`src/rtl/sb_pkg.sv`:
```
package sb_pkg;

  localparam int FP_UNITS   = 2;
  localparam int FU_COUNT   = 3 + FP_UNITS;
  localparam int TAG_W      = $clog2(FU_COUNT + 1);
  localparam int UNIT_ALU   = 0;
  localparam int UNIT_LOAD  = 1;
  localparam int UNIT_STORE = 2;
  localparam int FIRST_FP   = 3;

  typedef enum logic [1:0] {
    CLS_ALU   = 2'd0,
    CLS_LOAD  = 2'd1,
    CLS_STORE = 2'd2,
    CLS_FP    = 2'd3
  } opClass_e;

  // control -> datapath strobes, one bit per unit
  typedef struct packed {
    logic [FU_COUNT-1:0] alloc;
    logic [FU_COUNT-1:0] issue;
    logic [FU_COUNT-1:0] wb;
  } strobe_t;

  // a producer tag becomes zero when its unit retires this cycle
  function automatic logic [TAG_W-1:0] clearTag(input logic [TAG_W-1:0] tag,
                                                input logic [FU_COUNT-1:0] retiring);
    logic [TAG_W-1:0] res;
    res = tag;
    for (int u = 0; u < FU_COUNT; u++)
      if (retiring[u] && tag == TAG_W'(u + 1)) res = '0;
    return res;
  endfunction

endpackage

```
`src/rtl/sb_tables.sv`:
```
module sb_tables import sb_pkg::*; #(
  parameter int NUM_REGS = 16,
  localparam int REG_W = $clog2(NUM_REGS)
) (
  input  logic                                clk,
  input  logic                                rstN,
  input  strobe_t                             strobe,
  input  logic                                dispWrites,
  input  logic [REG_W-1:0]                    dispDst,
  input  logic [REG_W-1:0]                    dispSrcA,
  input  logic [REG_W-1:0]                    dispSrcB,
  input  logic [FU_COUNT-1:0]                 unitDone,
  output logic [FU_COUNT-1:0]                 busy,
  output logic [FU_COUNT-1:0]                 issued,
  output logic [FU_COUNT-1:0]                 execDone,
  output logic [FU_COUNT-1:0]                 writes,
  output logic [FU_COUNT-1:0][REG_W-1:0]      dst,
  output logic [FU_COUNT-1:0][REG_W-1:0]      srcA,
  output logic [FU_COUNT-1:0][REG_W-1:0]      srcB,
  output logic [FU_COUNT-1:0][TAG_W-1:0]      tagA,
  output logic [FU_COUNT-1:0][TAG_W-1:0]      tagB,
  output logic [FU_COUNT-1:0][FU_COUNT-1:0]   older,
  output logic [TAG_W-1:0]                    pendTag
);

  logic [FU_COUNT-1:0]               busyQ, issuedQ, doneQ, writesQ;
  logic [FU_COUNT-1:0][REG_W-1:0]    dstQ, srcAQ, srcBQ;
  logic [FU_COUNT-1:0][TAG_W-1:0]    tagAQ, tagBQ;
  logic [FU_COUNT-1:0][FU_COUNT-1:0] olderQ;   // olderQ[j][k]: j dispatched before k
  logic [NUM_REGS-1:0][TAG_W-1:0]    regTagQ;  // pending writer per register
  logic [TAG_W-1:0]                  allocTag;

  always_comb begin
    allocTag = '0;
    for (int u = 0; u < FU_COUNT; u++)
      if (strobe.alloc[u]) allocTag = TAG_W'(u + 1);
  end

  always_ff @(posedge clk or negedge rstN) begin
    if (!rstN) begin
      busyQ   <= '0;
      issuedQ <= '0;
      doneQ   <= '0;
      writesQ <= '0;
      dstQ    <= '0;
      srcAQ   <= '0;
      srcBQ   <= '0;
      tagAQ   <= '0;
      tagBQ   <= '0;
      olderQ  <= '0;
      regTagQ <= '0;
    end else begin
      for (int u = 0; u < FU_COUNT; u++) begin
        if (strobe.alloc[u]) begin
          // free-then-allocate: a new occupant overrides any retire
          busyQ[u]   <= 1'b1;
          issuedQ[u] <= 1'b0;
          doneQ[u]   <= 1'b0;
          writesQ[u] <= dispWrites;
          dstQ[u]    <= dispDst;
          srcAQ[u]   <= dispSrcA;
          srcBQ[u]   <= dispSrcB;
          tagAQ[u]   <= clearTag(regTagQ[dispSrcA], strobe.wb);
          tagBQ[u]   <= clearTag(regTagQ[dispSrcB], strobe.wb);
        end else begin
          if (strobe.wb[u])    busyQ[u]   <= 1'b0;
          if (strobe.issue[u]) issuedQ[u] <= 1'b1;
          if (unitDone[u] && busyQ[u] && issuedQ[u]) doneQ[u] <= 1'b1;
          tagAQ[u] <= clearTag(tagAQ[u], strobe.wb);
          tagBQ[u] <= clearTag(tagBQ[u], strobe.wb);
        end
      end
      for (int k = 0; k < FU_COUNT; k++) begin
        if (strobe.alloc[k]) begin
          for (int j = 0; j < FU_COUNT; j++) begin
            olderQ[k][j] <= 1'b0;
            olderQ[j][k] <= (j != k) && busyQ[j] && !strobe.wb[j];
          end
        end
      end
      for (int r = 0; r < NUM_REGS; r++)
        regTagQ[r] <= clearTag(regTagQ[r], strobe.wb);
      if (|strobe.alloc && dispWrites)
        regTagQ[dispDst] <= allocTag;
    end
  end

  assign busy     = busyQ;
  assign issued   = issuedQ;
  assign execDone = doneQ;
  assign writes   = writesQ;
  assign dst      = dstQ;
  assign srcA     = srcAQ;
  assign srcB     = srcBQ;
  assign tagA     = tagAQ;
  assign tagB     = tagBQ;
  assign older    = olderQ;
  assign pendTag  = regTagQ[dispDst];

endmodule

```
`src/rtl/sb_ctrl.sv`:
```
module sb_ctrl import sb_pkg::*; #(
  parameter int REG_W = 4
) (
  input  logic                              dispValid,
  input  logic [1:0]                        dispClass,
  input  logic                              dispWrites,
  input  logic [TAG_W-1:0]                  pendTag,
  input  logic [FU_COUNT-1:0]               busy,
  input  logic [FU_COUNT-1:0]               issued,
  input  logic [FU_COUNT-1:0]               execDone,
  input  logic [FU_COUNT-1:0]               writes,
  input  logic [FU_COUNT-1:0][REG_W-1:0]    dst,
  input  logic [FU_COUNT-1:0][REG_W-1:0]    srcA,
  input  logic [FU_COUNT-1:0][REG_W-1:0]    srcB,
  input  logic [FU_COUNT-1:0][TAG_W-1:0]    tagA,
  input  logic [FU_COUNT-1:0][TAG_W-1:0]    tagB,
  input  logic [FU_COUNT-1:0][FU_COUNT-1:0] older,
  output strobe_t                           strobe,
  output logic                              dispStall
);

  logic [FU_COUNT-1:0] warHold, wbOh, ready, pick, freeUnit, target;
  logic [TAG_W-1:0]    pendEff;
  logic                wawHaz;

  // WAR search: an unissued reader whose operand is still in the register file
  always_comb begin
    for (int u = 0; u < FU_COUNT; u++) begin
      warHold[u] = 1'b0;
      for (int v = 0; v < FU_COUNT; v++)
        if (v != u && busy[v] && !issued[v] &&
            ((srcA[v] == dst[u] && tagA[v] == '0) ||
             (srcB[v] == dst[u] && tagB[v] == '0)))
          warHold[u] = writes[u];
    end
  end

  assign wbOh = busy & execDone & ~warHold;

  // readiness sees this cycle's retirements (same-cycle RAW release)
  always_comb begin
    for (int u = 0; u < FU_COUNT; u++)
      ready[u] = busy[u] && !issued[u] &&
                 clearTag(tagA[u], wbOh) == '0 &&
                 clearTag(tagB[u], wbOh) == '0;
  end

  // oldest-first select through the age matrix
  always_comb begin
    for (int u = 0; u < FU_COUNT; u++) begin
      pick[u] = ready[u];
      for (int j = 0; j < FU_COUNT; j++)
        if (ready[j] && older[j][u]) pick[u] = 1'b0;
    end
  end

  assign freeUnit = ~busy | wbOh;

  always_comb begin
    target = '0;
    case (opClass_e'(dispClass))
      CLS_ALU:   target[UNIT_ALU]   = freeUnit[UNIT_ALU];
      CLS_LOAD:  target[UNIT_LOAD]  = freeUnit[UNIT_LOAD];
      CLS_STORE: target[UNIT_STORE] = freeUnit[UNIT_STORE];
      CLS_FP: begin
        for (int u = FU_COUNT - 1; u >= FIRST_FP; u--)
          if (freeUnit[u]) begin
            target    = '0;
            target[u] = 1'b1;
          end
      end
    endcase
  end

  assign pendEff   = clearTag(pendTag, wbOh);
  assign wawHaz    = dispWrites && pendEff != '0;
  assign dispStall = dispValid && (target == '0 || wawHaz);

  always_comb begin
    strobe.alloc = (dispValid && !wawHaz) ? target : '0;
    strobe.issue = pick;
    strobe.wb    = wbOh;
  end

endmodule

```
`src/rtl/scoreboard_issue.sv`:
```
module scoreboard_issue import sb_pkg::*; #(
  parameter int NUM_REGS = 16,
  localparam int REG_W = $clog2(NUM_REGS)
) (
  input  logic                      clk,
  input  logic                      rstN,
  input  logic                      dispValid,
  input  logic [1:0]                dispClass,
  input  logic                      dispWrites,
  input  logic [REG_W-1:0]          dispDst,
  input  logic [REG_W-1:0]          dispSrcA,
  input  logic [REG_W-1:0]          dispSrcB,
  input  logic [FU_COUNT-1:0]       unitDone,
  output logic                      dispStall,
  output logic [FU_COUNT-1:0]       issueGrant,
  output logic [REG_W-1:0]          issueSrcA,
  output logic [REG_W-1:0]          issueSrcB,
  output logic [FU_COUNT-1:0]       rfWe,
  output logic [FU_COUNT*REG_W-1:0] rfWaddr
);

  strobe_t                           strobe;
  logic [FU_COUNT-1:0]               busy, issued, execDone, writes;
  logic [FU_COUNT-1:0][REG_W-1:0]    dst, srcA, srcB;
  logic [FU_COUNT-1:0][TAG_W-1:0]    tagA, tagB;
  logic [FU_COUNT-1:0][FU_COUNT-1:0] older;
  logic [TAG_W-1:0]                  pendTag;

  sb_tables #(.NUM_REGS(NUM_REGS)) tables_i (
    .clk(clk), .rstN(rstN), .strobe(strobe),
    .dispWrites(dispWrites), .dispDst(dispDst),
    .dispSrcA(dispSrcA), .dispSrcB(dispSrcB), .unitDone(unitDone),
    .busy(busy), .issued(issued), .execDone(execDone), .writes(writes),
    .dst(dst), .srcA(srcA), .srcB(srcB), .tagA(tagA), .tagB(tagB),
    .older(older), .pendTag(pendTag)
  );

  sb_ctrl #(.REG_W(REG_W)) ctrl_i (
    .dispValid(dispValid), .dispClass(dispClass), .dispWrites(dispWrites),
    .pendTag(pendTag), .busy(busy), .issued(issued), .execDone(execDone),
    .writes(writes), .dst(dst), .srcA(srcA), .srcB(srcB),
    .tagA(tagA), .tagB(tagB), .older(older),
    .strobe(strobe), .dispStall(dispStall)
  );

  assign issueGrant = strobe.issue;
  assign rfWe       = strobe.wb & writes;

  always_comb begin
    issueSrcA = '0;
    issueSrcB = '0;
    for (int u = 0; u < FU_COUNT; u++)
      if (strobe.issue[u]) begin
        issueSrcA = srcA[u];
        issueSrcB = srcB[u];
      end
  end

  for (genvar u = 0; u < FU_COUNT; u++) begin : g_waddr
    assign rfWaddr[u*REG_W +: REG_W] = dst[u];
  end

endmodule

```
`config.mk`:
```
export PLATFORM = sky130hd
export DESIGN_NAME = scoreboard_issue
export DESIGN_NICKNAME = d
export VERILOG_FILES = /design/src/rtl/sb_pkg.sv /design/src/rtl/sb_tables.sv /design/src/rtl/sb_ctrl.sv /design/src/rtl/scoreboard_issue.sv
export SDC_FILE = /design/constraint.sdc
export NUM_CORES = 1
export LEC_CHECK = 0
export BUFFER_PORTS_ARGS = -buffer_cell sky130_fd_sc_hd__buf_2
export CAP_MARGIN = 20
export CELL_PAD_IN_SITES_DETAIL_PLACEMENT = 1
export CELL_PAD_IN_SITES_GLOBAL_PLACEMENT = 1
export CORE_MARGIN = 5
export CORE_UTILIZATION = 53
export DETAILED_ROUTE_END_ITERATION = 10
export GPL_TIMING_DRIVEN = 0
export PLACE_DENSITY_LB_ADDON = 0.1
export SYNTH_ARGS = -nofsm -noshare
export SYNTH_HDL_FRONTEND = slang
export SYNTH_SLANG_ARGS = --single-unit
```
`constraint.sdc`:
```
create_clock -name clk -period 7.17 [get_ports clk]
set_input_delay 1.434 -clock clk [delete_from_list [all_inputs] [get_ports clk]]
set_output_delay 1.434 -clock clk [all_outputs]
set_load 0.005 [all_outputs]
```
==> impl_results.md, run 1 <==
- Max rail drop VDD: 0.169 mV
- Worst slew margin: 15.6%
- WP data required: 5.74 ns
- Max Cap Violations: 0
- Worst-Skew Late Latency: 0.45 ns
- Antenna cells: 0
- Antenna Nets Post-Route: 0
- Vias per cell: 6.88
- Clock transition at path regs: 0.08 ns
- Hold_buf cts: 0
- Vias: 12,219
- Max-slew violation count: 0
- Layout Nets: 1,468
- Sw Ratio: 45.9%
- Register share of total power: 28.7%
- Setup ws final: 0.0359 ns
- Tcrit/Tclk final: 99.5%
- Final setup TNS: 0 ns
- Residual DRC count: 0
- Die ar.: 27,000 µm²
- Clock group share of total power: 17.4%
- Net Sw Power: 2.56 mW
- Std-Cell Rows: 56
- CTS root buf: clkbuf_16
- Routed WL per cell: 28.9 µm
- Seq/Total Area, Yosys: 35.2%
- Layout cell share with drive strength beyond 1: 18.2%
- Final hold violations: 0
- Post-synth EDFFs: 0
- Initial antenna violation count: 0
- Most frequent cells in the layout: dfrtp_1, nand2_1, xnor2_1
- Cells taking the most area after synthesis: dfrtp_1, xnor2_1, mux4_2
- Placement Cell Area: 13,300 µm²
- Syn_area_per_cell: 9.21 µm²
- DRT iter0 DRCs: 1,416
- Pin count of the biggest net entering global routing: 115
- Lkg Pwr: 5.63 nW
- Asr flop ratio synth: 100%
- Fin crit period: 7.13 ns
- Number of CTS-inserted buffers: 17
- CTS max path bufs: 2
- H-tree depth: 4
- TritonCTS clock tree: done
- Worst slew pin tran: 1.26 ns
- Max Freq: 0.140 GHz
- First-pass GRT wire length: 77,600 µm
- Worst Path Arrival: 5.70 ns
- Chip Width: 164 µm
- PwrDens: 401 nW/µm²
- Pre-antenna DRT Iters: 5
- Commonest non-fill, non-tap cell in the layout: dfrtp_1
- Pre-CTS setup slack: 0.840 ns
- Gate power share: 53.9%
- Outcome: complete, no violations
- Post-Syn Nets: 1,396
- Startpoint Class: flop
- Die Ht: 164 µm
- Min Hold Slack: 0.501 ns
- Unrepaired setup endpoints after global routing: false
- Post-CTS sizing: 0
- Crit path kind: reg2out
- Post-synth top area cell: dfrtp_1
- CORE AREA: 23,500 µm²
- Final non-filler cell total: 1,777
- Starting Density: 53.9%
- HP Class: reg2reg
- Post-CTS Setup Bufs: 0
- Commonest register cell after synthesis: dfrtp_1
- Layout area overhead: 10.1%
- Yosys top cell area share: 35.2%
- Clk_skew: 0.0176 ns
- P_int: 3.02 mW
- Design Area, Final: 13,900 µm²
- Endpoint type of the worst setup path: output pin
- Post-Synthesis Cells: 1,373
- Vias in the first global route: 12,508
- Number of unique standard cell types used by synthesis: 76
- Dpl cells: 1,744
- Final Total Pwr: 5.59 mW
- Routability congestion estimate: 1.02
- GR Util All Layers: 38.5%
- Yosys reg bits: 178
- Crit-path max FO: 10
- YS warnings: 0
- Cell area after synthesis: 12,600 µm²
- Drt total wl: 51,300 µm
- IO Port Bufs: 50
- Top Ports: 62
- Final Util: 59.3%
- # setup viols final: 0
- Clock sink count: 178
- Grt total ovfl: 0
- Final HPWL DP: 36,500 µm
[routing by layer]
layer	wire (µm)	part of all wire (%)	vias up	GRT usage (%)
met5	0	0	-	0
met4	3180	6.2	0	20.8
met3	4810	9.4	189	7.49
met2	23600	46	777	61.0
met1	19800	38	6171	49.9
li1	-	-	5082	-
[critical path, cell delays in order, from the launching register on]
cell	delay [ns]
dfrtp_1	0.48
nand2b_1	0.20
or4_1	0.29
o22ai_1	0.20
o41ai_2	0.72
nand2_1	0.42
o311ai_0	0.65
nor3b_1	0.59
nand2_1	0.13
nand4_1	0.41
clkbuf_1	0.45
o22ai_1	0.14
o32ai_1	0.37
buf_2	0.20
[final cells by class]
type	instances	area (µm²)
inverter	22	82.6
fill	2713	9550
buffer	135	712
tap	319	399
sequential	178	4450
multi-input combinational	1038	7400
clock buffer	18	439
timing repair buffer	53	300
clock inverter	14	141
[synthesized netlist by cell type, drive strengths merged (4+ instances only)]
library cell / count
a21boi: 10
a21oi: 48
a221oi: 8
a22o: 17
a31oi: 7
and2: 14
and3: 4
and4: 4
buf: 87
clkbuf: 48
dfrtp: 178
inv: 20
mux2: 37
mux2i: 20
mux4: 46
nand2: 167
nand2b: 29
nand3: 26
nand3b: 4
nand4: 45
nand4b: 5
nor2: 98
nor2b: 9
nor3: 7
nor4: 4
o211ai: 26
o21a: 5
o21ai: 107
o221ai: 6
o22ai: 27
o311a: 4
o32ai: 8
o41a: 4
or2: 9
or3: 18
or4: 13
xnor2: 160
[final timing paths]
kind | start | endpoint | slack [ns] | cells after the start
setup / recovery | tables_i.busy[0]$_DFFE_PN0P_ | issueSrcB[0] | 0.04 | 13
hold / removal | tables_i.older[19]$_DFFE_PN0P_ | tables_i.older[19]$_DFFE_PN0P_ | 0.50 | 2
setup reg to reg | tables_i.busy[4]$_DFFE_PN0P_ | tables_i.srcA[10]$_DFFE_PN0P_ | 1.88 | 13
hold reg to reg | tables_i.older[19]$_DFFE_PN0P_ | tables_i.older[19]$_DFFE_PN0P_ | 0.50 | 2
max in group asynchronous | rstN | tables_i.srcA[16]$_DFFE_PN0P_ | 5.25 | 2
min in group asynchronous | rstN | tables_i.execDone[1]$_DFFE_PN0P_ | 0.92 | 1
[power groups by stage]
stage / clock network, mW / registers [mW] / logic (mW)
6_report: 0.974 / 1.60 / 3.01
5_1_grt: 1.02 / 1.63 / 3.18
4_1_cts: 0.972 / 1.58 / 2.94
3_5_place_dp: 0 / 1.60 / 2.91
3_3_place_gp: 0 / 1.58 / 2.78
2_1_floorplan: 0 / 1.50 / 2.06
[cell families after synthesis]
logic type      synth area share (%)
simple gates                    18.4
compound gates                  16.0
flops                           35.2
xor+xnor                        11.1
buf+inv                         6.28
mux                             13.1
[flip-flops by register name, indices dropped and copies added (netlist names)]
signal / cells
tables_i.tagB: 15
tables_i.regTagQ: 48
tables_i.writes: 5
tables_i.older: 20
tables_i.execDone: 5
tables_i.dst: 20
tables_i.issued: 5
tables_i.srcB: 20
tables_i.busy: 5
tables_i.srcA: 20
tables_i.tagA: 15
No activity file was read; power rests on OpenSTA's default activity.
==> run 2: changes to the inputs <==
Settings changed: MAX_ROUTING_LAYER set to met4, PLACE_DENSITY set to 0.87, PLACE_DENSITY_LB_ADDON 0.1 to unset, RECOVER_POWER set to 25.
==> run 2 against run 1 <==
The run now ends with max-capacitance violations, max-slew violations left. Sequential power about the same. Largest cell class unchanged. Power about the same. Cell area about the same. Combinational power about the same. Routed wire length about the same. Sequential cell count unchanged. Fmax increased by 1.3%. Non-clock buffer count increased by 1. Clock power about the same.
==> impl_results.md, run 2 (synthesis results as in run 1) <==
- Outcome: finished with violations
- Failing checks: max-capacitance violations, max-slew violations
- IO Port Bufs: 50 (unchanged)
- Number of CTS-inserted buffers: 17 (unchanged)
- Grt total ovfl: 0 (unchanged)
- Starting Density: 53.9% (unchanged)
- Final hold violations: 0 (unchanged)
- Initial antenna violation count: 1 (+1)
- First-pass GRT wire length: 77,500 µm (-0.18%)
- Final setup TNS: 0 ns (unchanged)
- Clock sink count: 178 (unchanged)
- TritonCTS clock tree: done
- HP Class: reg2reg
- Endpoint type of the worst setup path: output pin
- Crit path kind: reg2out
- Max Cap Violations: 1 (+1)
- H-tree depth: 4 (unchanged)
- Net Sw Power: 2.59 mW (+1.1%)
- Fin crit period: 7.04 ns (-0.0910 ns)
- Std-Cell Rows: 56 (unchanged)
- Hold_buf cts: 0 (unchanged)
- Layout cell share with drive strength beyond 1: 18.2% (about the same)
- Vias in the first global route: 12,719 (+1.7%)
- Pin count of the biggest net entering global routing: 105 (-8.7%)
- Commonest non-fill, non-tap cell in the layout: dfrtp_1
- Chip Width: 164 µm (unchanged)
- Tcrit/Tclk final: 98.2% (-1.3 points)
- Final Total Pwr: 5.58 mW (about the same)
- Top Ports: 62 (unchanged)
- Max-slew violation count: 76 (+76)
- # fillers: 2,756 (+1.6%)
- Vias per cell: 6.92 (+0.64%)
- Sw Ratio: 46.5% (+0.54 points)
- CTS max path bufs: 2 (unchanged)
- Crit-path max FO: 10 (unchanged)
- CORE AREA: 23,500 µm² (unchanged)
- Max Freq: 0.142 GHz (+1.3%)
- PwrDens: 401 nW/µm² (about the same)
- Startpoint Class: flop
- CP max stage delay: 0.71 ns (about the same)
- Clock transition at path regs: 0.08 ns (about the same)
- Metal3 WL: 5050 µm (+5.1%)
- Post-CTS Setup Bufs: 0 (unchanged)
- Residual DRC count: 0 (unchanged)
- Worst path buffer plus inverter count: 2 (unchanged)
- Register share of total power: 28.6% (about the same)
- Lkg Pwr: 5.63 nW (about the same)
- Layout area overhead: 10.0% (about the same)
- Most frequent cells in the layout: dfrtp_1, nand2_1, xnor2_1
- Critical Path, Cell by Cell: nand2b_1, or4_1, o22ai_1, o41ai_2, nand2_1, o311a_1, nor4_1, and3_1, nand2_1, nand4_1, clkbuf_1, o22ai_1, o32ai_1, buf_2
- Clock group share of total power: 17.5% (about the same)
- P_int: 2.99 mW (-1.1%)
- Top reg by flops: tables_i.regTagQ
- Unrepaired setup endpoints after global routing: false
- Layout Nets: 1,469 (+0.068%)
- Met2 wire length: 23,200 µm (-1.5%)
- Worst slew pin tran: 4.34 ns (+3.07 ns)
- Worst path slowest cell: o41ai_2
- Clk_skew: 0.0223 ns (+0.00464 ns)
- Worst path top cell family by delay: simple AND/OR/NAND/NOR gates
- Max rail drop VDD: 0.181 mV (+7.0%)
- Worst-Skew Late Latency: 0.47 ns (+0.02 ns)
- Gate power share: 53.9% (about the same)
- Drt total wl: 51,300 µm (about the same)
- Top Layer Used: met4
- Post-CTS sizing: 0 (unchanged)
- Die Ht: 164 µm (unchanged)
- Worst Path Arrival: 5.61 ns (-0.09 ns)
- CTS root buf: clkbuf_16
- # setup viols final: 0 (unchanged)
- DRT iter0 DRCs: 1,572 (+11%)
- Routability congestion estimate: 1.01 (-0.39%)
- Routed length on met1: 19,300 µm (-2.5%)
- GR Util All Layers: 39.4% (+0.92 points)
- Final HPWL DP: 35,900 µm (-1.5%)
- Largest register FFs: 48 (unchanged)
- WP data required: 5.74 ns (about the same)
- Routed WL per cell: 28.8 µm (-0.15%)
- Antenna Nets Post-Route: 0 (unchanged)
- Pre-antenna DRT Iters: 5 (unchanged)
- Vias: 12,311 (+0.75%)
- Worst slew margin: -189% (-200 points)
- Die ar.: 27,000 µm² (unchanged)
-- run 2: power groups by stage --
stage               Clock, mW  Combinational (mW)  Sequential, mW
global route             1.02                3.16            1.63
finish                  0.977                3.01            1.60
CTS                     0.971                2.93            1.58
global placement            0                2.75            1.57
detailed placement          0                2.89            1.60
floorplan                   0                2.06            1.50
-- run 2: worst reg2reg max path, stage by stage, from the launching register on --
cell and delay [ns]:
dfrtp_1 0.47, nand2b_1 0.21, or4_1 0.31, o22ai_1 0.15, o41a_1 0.60, buf_4 0.28, nor2_1 0.60, o21ai_1 0.20
o41ai_2 0.50, nand4_1 0.63, clkinv_1 0.46, clkbuf_1 0.75, nand2_1 0.16, nand2_1 0.11
-- run 2: routing by layer --
layer | vias up | global-route usage, %
met1 | 6169 | 49.1
met4 | 0 | 23.4
met2 | 811 | 60.2
li1 | 5092 | -
met3 | 239 | 7.34
met5 | - | -
-- run 2: per-stage QoR --
| stage | setup WS (ns) | hold slack [ns] | cells | instance area [µm²] | utilization [%] |
|---|---|---|---|---|---|
| 6_report | 0.127 | 0.502 | 1779 | 13900 | 59.3 |
| 5_1_grt | 0.0297 | 0.522 | 1779 | 13900 | 59.3 |
| 4_1_cts | 0.248 | 0.498 | 1775 | 13900 | 59.3 |
| 3_5_place_dp | 0.761 | 0.482 | 1743 | 13300 | 56.8 |
| 3_3_place_gp | 0.869 | 0.463 | 1742 | 13300 | 56.6 |
| 2_1_floorplan | 2.18 | 0.447 | 1373 | 12600 | - |
-- run 2: final timing paths --
path | from | cells after the start | endpoint | slack [ns]
min in group asynchronous | rstN | 1 | tables_i.regTagQ[16]$_DFF_PN0_ | 2.50
min | tables_i.older[19]$_DFFE_PN0P_ | 2 | tables_i.older[19]$_DFFE_PN0P_ | 0.50
max in group asynchronous | rstN | 2 | tables_i.srcB[7]$_DFFE_PN0P_ | 1.28
max | tables_i.busy[0]$_DFFE_PN0P_ | 14 | issueSrcB[3] | 0.13
max reg2reg | tables_i.busy[0]$_DFFE_PN0P_ | 13 | tables_i.writes[2]$_DFFE_PN0P_ | 1.68
min reg2reg | tables_i.older[19]$_DFFE_PN0P_ | 2 | tables_i.older[19]$_DFFE_PN0P_ | 0.50
-- run 2: layout make-up --
| class | instances | area (µm²) | share of cell area, % |
|---|---|---|---|
| multi-input combinational | 1038 | 7400 | 53.2 |
| sequential | 178 | 4450 | 32.0 |
| buffer | 135 | 712 | 5.12 |
| clock buffer | 17 | 425 | 3.06 |
| tap | 319 | 399 | 2.87 |
| timing repair buffer | 54 | 277 | 1.99 |
| clock inverter | 15 | 163 | 1.17 |
| inverter | 22 | 82.6 | 0.594 |
| antenna | 1 | 2.50 | 0.0180 |
==> run 3: changes to the inputs <==
Settings changed: CORE_ASPECT_RATIO set to 0.6.
==> run 3 against run 2 <==
The flow finishes with violations (max-capacitance violations, max-slew violations, negative setup slack). Sequential power barely moved. Worst hold slack improved by 0.00093 ns. Global-route usage rose by 3.2 points. Highest routed layer unchanged. Sequential share of layout area fell by 0.095 points. Die area rose by 0.37%. Setup slack got worse by 0.22 ns. Utilization rose by 0.63 points. Largest cell class unchanged. Routed wire length rose by 9.4%. Fmax fell by 3.0%.
==> impl_results.md, run 3 (synthesis results as in run 1) <==
- Final HPWL DP: 41,400 µm (+15%)
- Pin count of the biggest net entering global routing: 118 (+12%)
- Design Area, Final: 14,000 µm² (+0.30%)
- CTS max path bufs: 2 (unchanged)
- Clk_skew: 0.0186 ns (-0.00364 ns)
- Placement Cell Area: 13,300 µm² (about the same)
- Max rail drop VDD: 0.323 mV (+79%)
- Max-slew violation count: 62 (-18%)
- Layout cell share with drive strength beyond 1: 18.3% (+0.18 points)
- Die Ht: 130 µm (-21%)
- Number of CTS-inserted buffers: 17 (unchanged)
- Worst slew margin: -142% (+47 points)
- Drt total wl: 56,200 µm (+9.4%)
- Crit path kind: reg2out
- HP Class: reg2reg
- Worst path buffer plus inverter count: 2 (unchanged)
- Top reg by flops: tables_i.regTagQ
- Vias per cell: 7.18 (+3.7%)
- Worst slew pin tran: 3.63 ns (-0.709 ns)
- Outcome: finished with violations
- DRT iter0 DRCs: 2,106 (+34%)
- Startpoint Class: flop
- Final Total Pwr: 5.78 mW (+3.5%)
- Residual DRC count: 0 (unchanged)
- Std-Cell Rows: 43 (-23%)
- Tcrit/Tclk final: 101% (+3.0 points)
- CP max stage delay: 0.68 ns (-0.03 ns)
- Failing checks: max-capacitance violations, max-slew violations, negative setup slack
- CTS root buf: clkbuf_16
- Worst-Skew Late Latency: 0.48 ns (about the same)
- Die ar.: 27,100 µm² (+0.37%)
- Worst path slowest cell: o41ai_2
- Hold_buf cts: 0 (unchanged)
- Vias in the first global route: 12,605 (-0.90%)
- Layout area overhead: 10.3%
- Clock sink count: 178 (unchanged)
- Setup slack, reg-to-reg: 1.65 ns (-0.03 ns)
- H-tree depth: 4 (unchanged)
- WP data required: 5.74 ns (about the same)
- Max Freq: 0.138 GHz (-3.0%)
- Most frequent cells in the layout: dfrtp_1, nand2_1, xnor2_1
- Top Ports: 62 (unchanged)
- Critical Path, Cell by Cell: nand2b_1, or3_1, o22ai_1, o41ai_2, nand2_1, o311ai_0, nor3b_2, nand2_1, nand4_1, clkbuf_1, o22ai_1, o32ai_1, buf_2
- Routed WL per cell: 31.6 µm (+9.6%)
- Grt total ovfl: 0 (unchanged)
- IO Port Bufs: 50 (unchanged)
- Max Cap Violations: 1 (unchanged)
- Fin crit period: 7.26 ns (+0.217 ns)
- PwrDens: 414 nW/µm² (+3.2%)
- TritonCTS clock tree: done
- Clock transition at path regs: 0.08 ns (about the same)
- Initial antenna violation count: 1 (unchanged)
- Worst Path Arrival: 5.83 ns (+0.22 ns)
- Pre-antenna DRT Iters: 7 (+2)
- Worst path top cell family by delay: compound AO/OA/AOI/OAI gates
- Largest register FFs: 48 (unchanged)
- Chip Width: 209 µm (+27%)
- GR Util All Layers: 42.6% (+3.2 points)
- Lkg Pwr: 5.66 nW (+0.46%)
- Final hold violations: 0 (unchanged)
- Commonest non-fill, non-tap cell in the layout: dfrtp_1
- Vias: 12,754 (+3.6%)
- CORE AREA: 23,300 µm² (-0.75%)
- Antenna Nets Post-Route: 0 (unchanged)
- # fillers: 2,739 (-0.62%)
- Starting Density: 54.3% (+0.41 points)
- # setup viols final: 5 (+5)
- Endpoint type of the worst setup path: output pin
- Setup ws final: -0.0898 ns (-0.217 ns)
- Crit-path max FO: 10 (unchanged)
- Layout Nets: 1,471 (+0.14%)
- Routability congestion estimate: 1.07 (+5.5%)
- First-pass GRT wire length: 82,400 µm (+6.4%)
## run 3: cell types whose count changed in the layout (fill, tap and decap cells not counted), sizes merged
| cell | previous run | this run |
|---|---|---|
| bufinv | 0 | 1 |
| clkinv | 7 | 5 |
| buf | 137 | 141 |
| clkbuf | 69 | 68 |
## run 3: path summary, 6_finish.rpt
path	start	end	depth (start not counted)
max reg2reg	tables_i.busy[2]$_DFFE_PN0P_	tables_i.older[4]$_DFFE_PN0P_	15
max in group asynchronous	rstN	tables_i.srcA[4]$_DFFE_PN0P_	1
max	tables_i.busy[3]$_DFFE_PN0P_	issueSrcB[1]	13
min reg2reg	tables_i.older[19]$_DFFE_PN0P_	tables_i.older[19]$_DFFE_PN0P_	2
min	tables_i.older[19]$_DFFE_PN0P_	tables_i.older[19]$_DFFE_PN0P_	2
min in group asynchronous	rstN	tables_i.regTagQ[33]$_DFF_PN0_	1
## run 3: layer usage
| metal | vias up | wire, µm | GRT usage, % |
|---|---|---|---|
| met5 | - | 0 | - |
| met4 | 0 | 1670 | 14.1 |
| met3 | 145 | 10500 | 21.9 |
| met2 | 1141 | 21500 | 53.3 |
| met1 | 6394 | 22500 | 58.8 |
| li1 | 5074 | - | - |
## run 3: repair_timing
action                     CTS  global route
resized for setup            0             1
setup endpoints to repair    0             9
setup buffers                0             0
## run 3: stage by stage
stage               setup TNS, ns  std cells  setup WS [ns]  hold WS [ns]  util, %
floorplan                       0       1373           2.18         0.447        -
global route              -0.0385       1777        -0.0311         0.506     59.9
finish                     -0.236       1777        -0.0898         0.502     59.9
detailed placement              0       1741          0.668         0.476     57.3
global placement                0       1738          0.653         0.464     57.0
CTS                             0       1773          0.152         0.495     59.8
## run 3: layout make-up
| class | count | area [µm²] | area share [%] |
|---|---|---|---|
| well taps | 315 | 394 | 2.82 |
| inverters | 22 | 82.6 | 0.592 |
| plain buffers | 135 | 712 | 5.10 |
| multi-input cells | 1038 | 7400 | 53.0 |
| diodes | 1 | 2.50 | 0.0179 |
| repair buffers | 56 | 307 | 2.20 |
| flip-flops and latches | 178 | 4450 | 31.9 |
| clock inverters | 14 | 160 | 1.15 |
| clock buffers | 18 | 439 | 3.15 |
## run 3: where the power goes
part           switching [mW]  internal, mW  leakage, nW
sequential              0.322          1.30         2.29
clock                   0.497         0.507        0.293
combinational            1.93          1.22         3.07
## run 3: worst min-delay path: stages (launching register included)
cell and delay (ns):
dfrtp_1 0.36, nand2_1 0.06, nand2_1 0.05
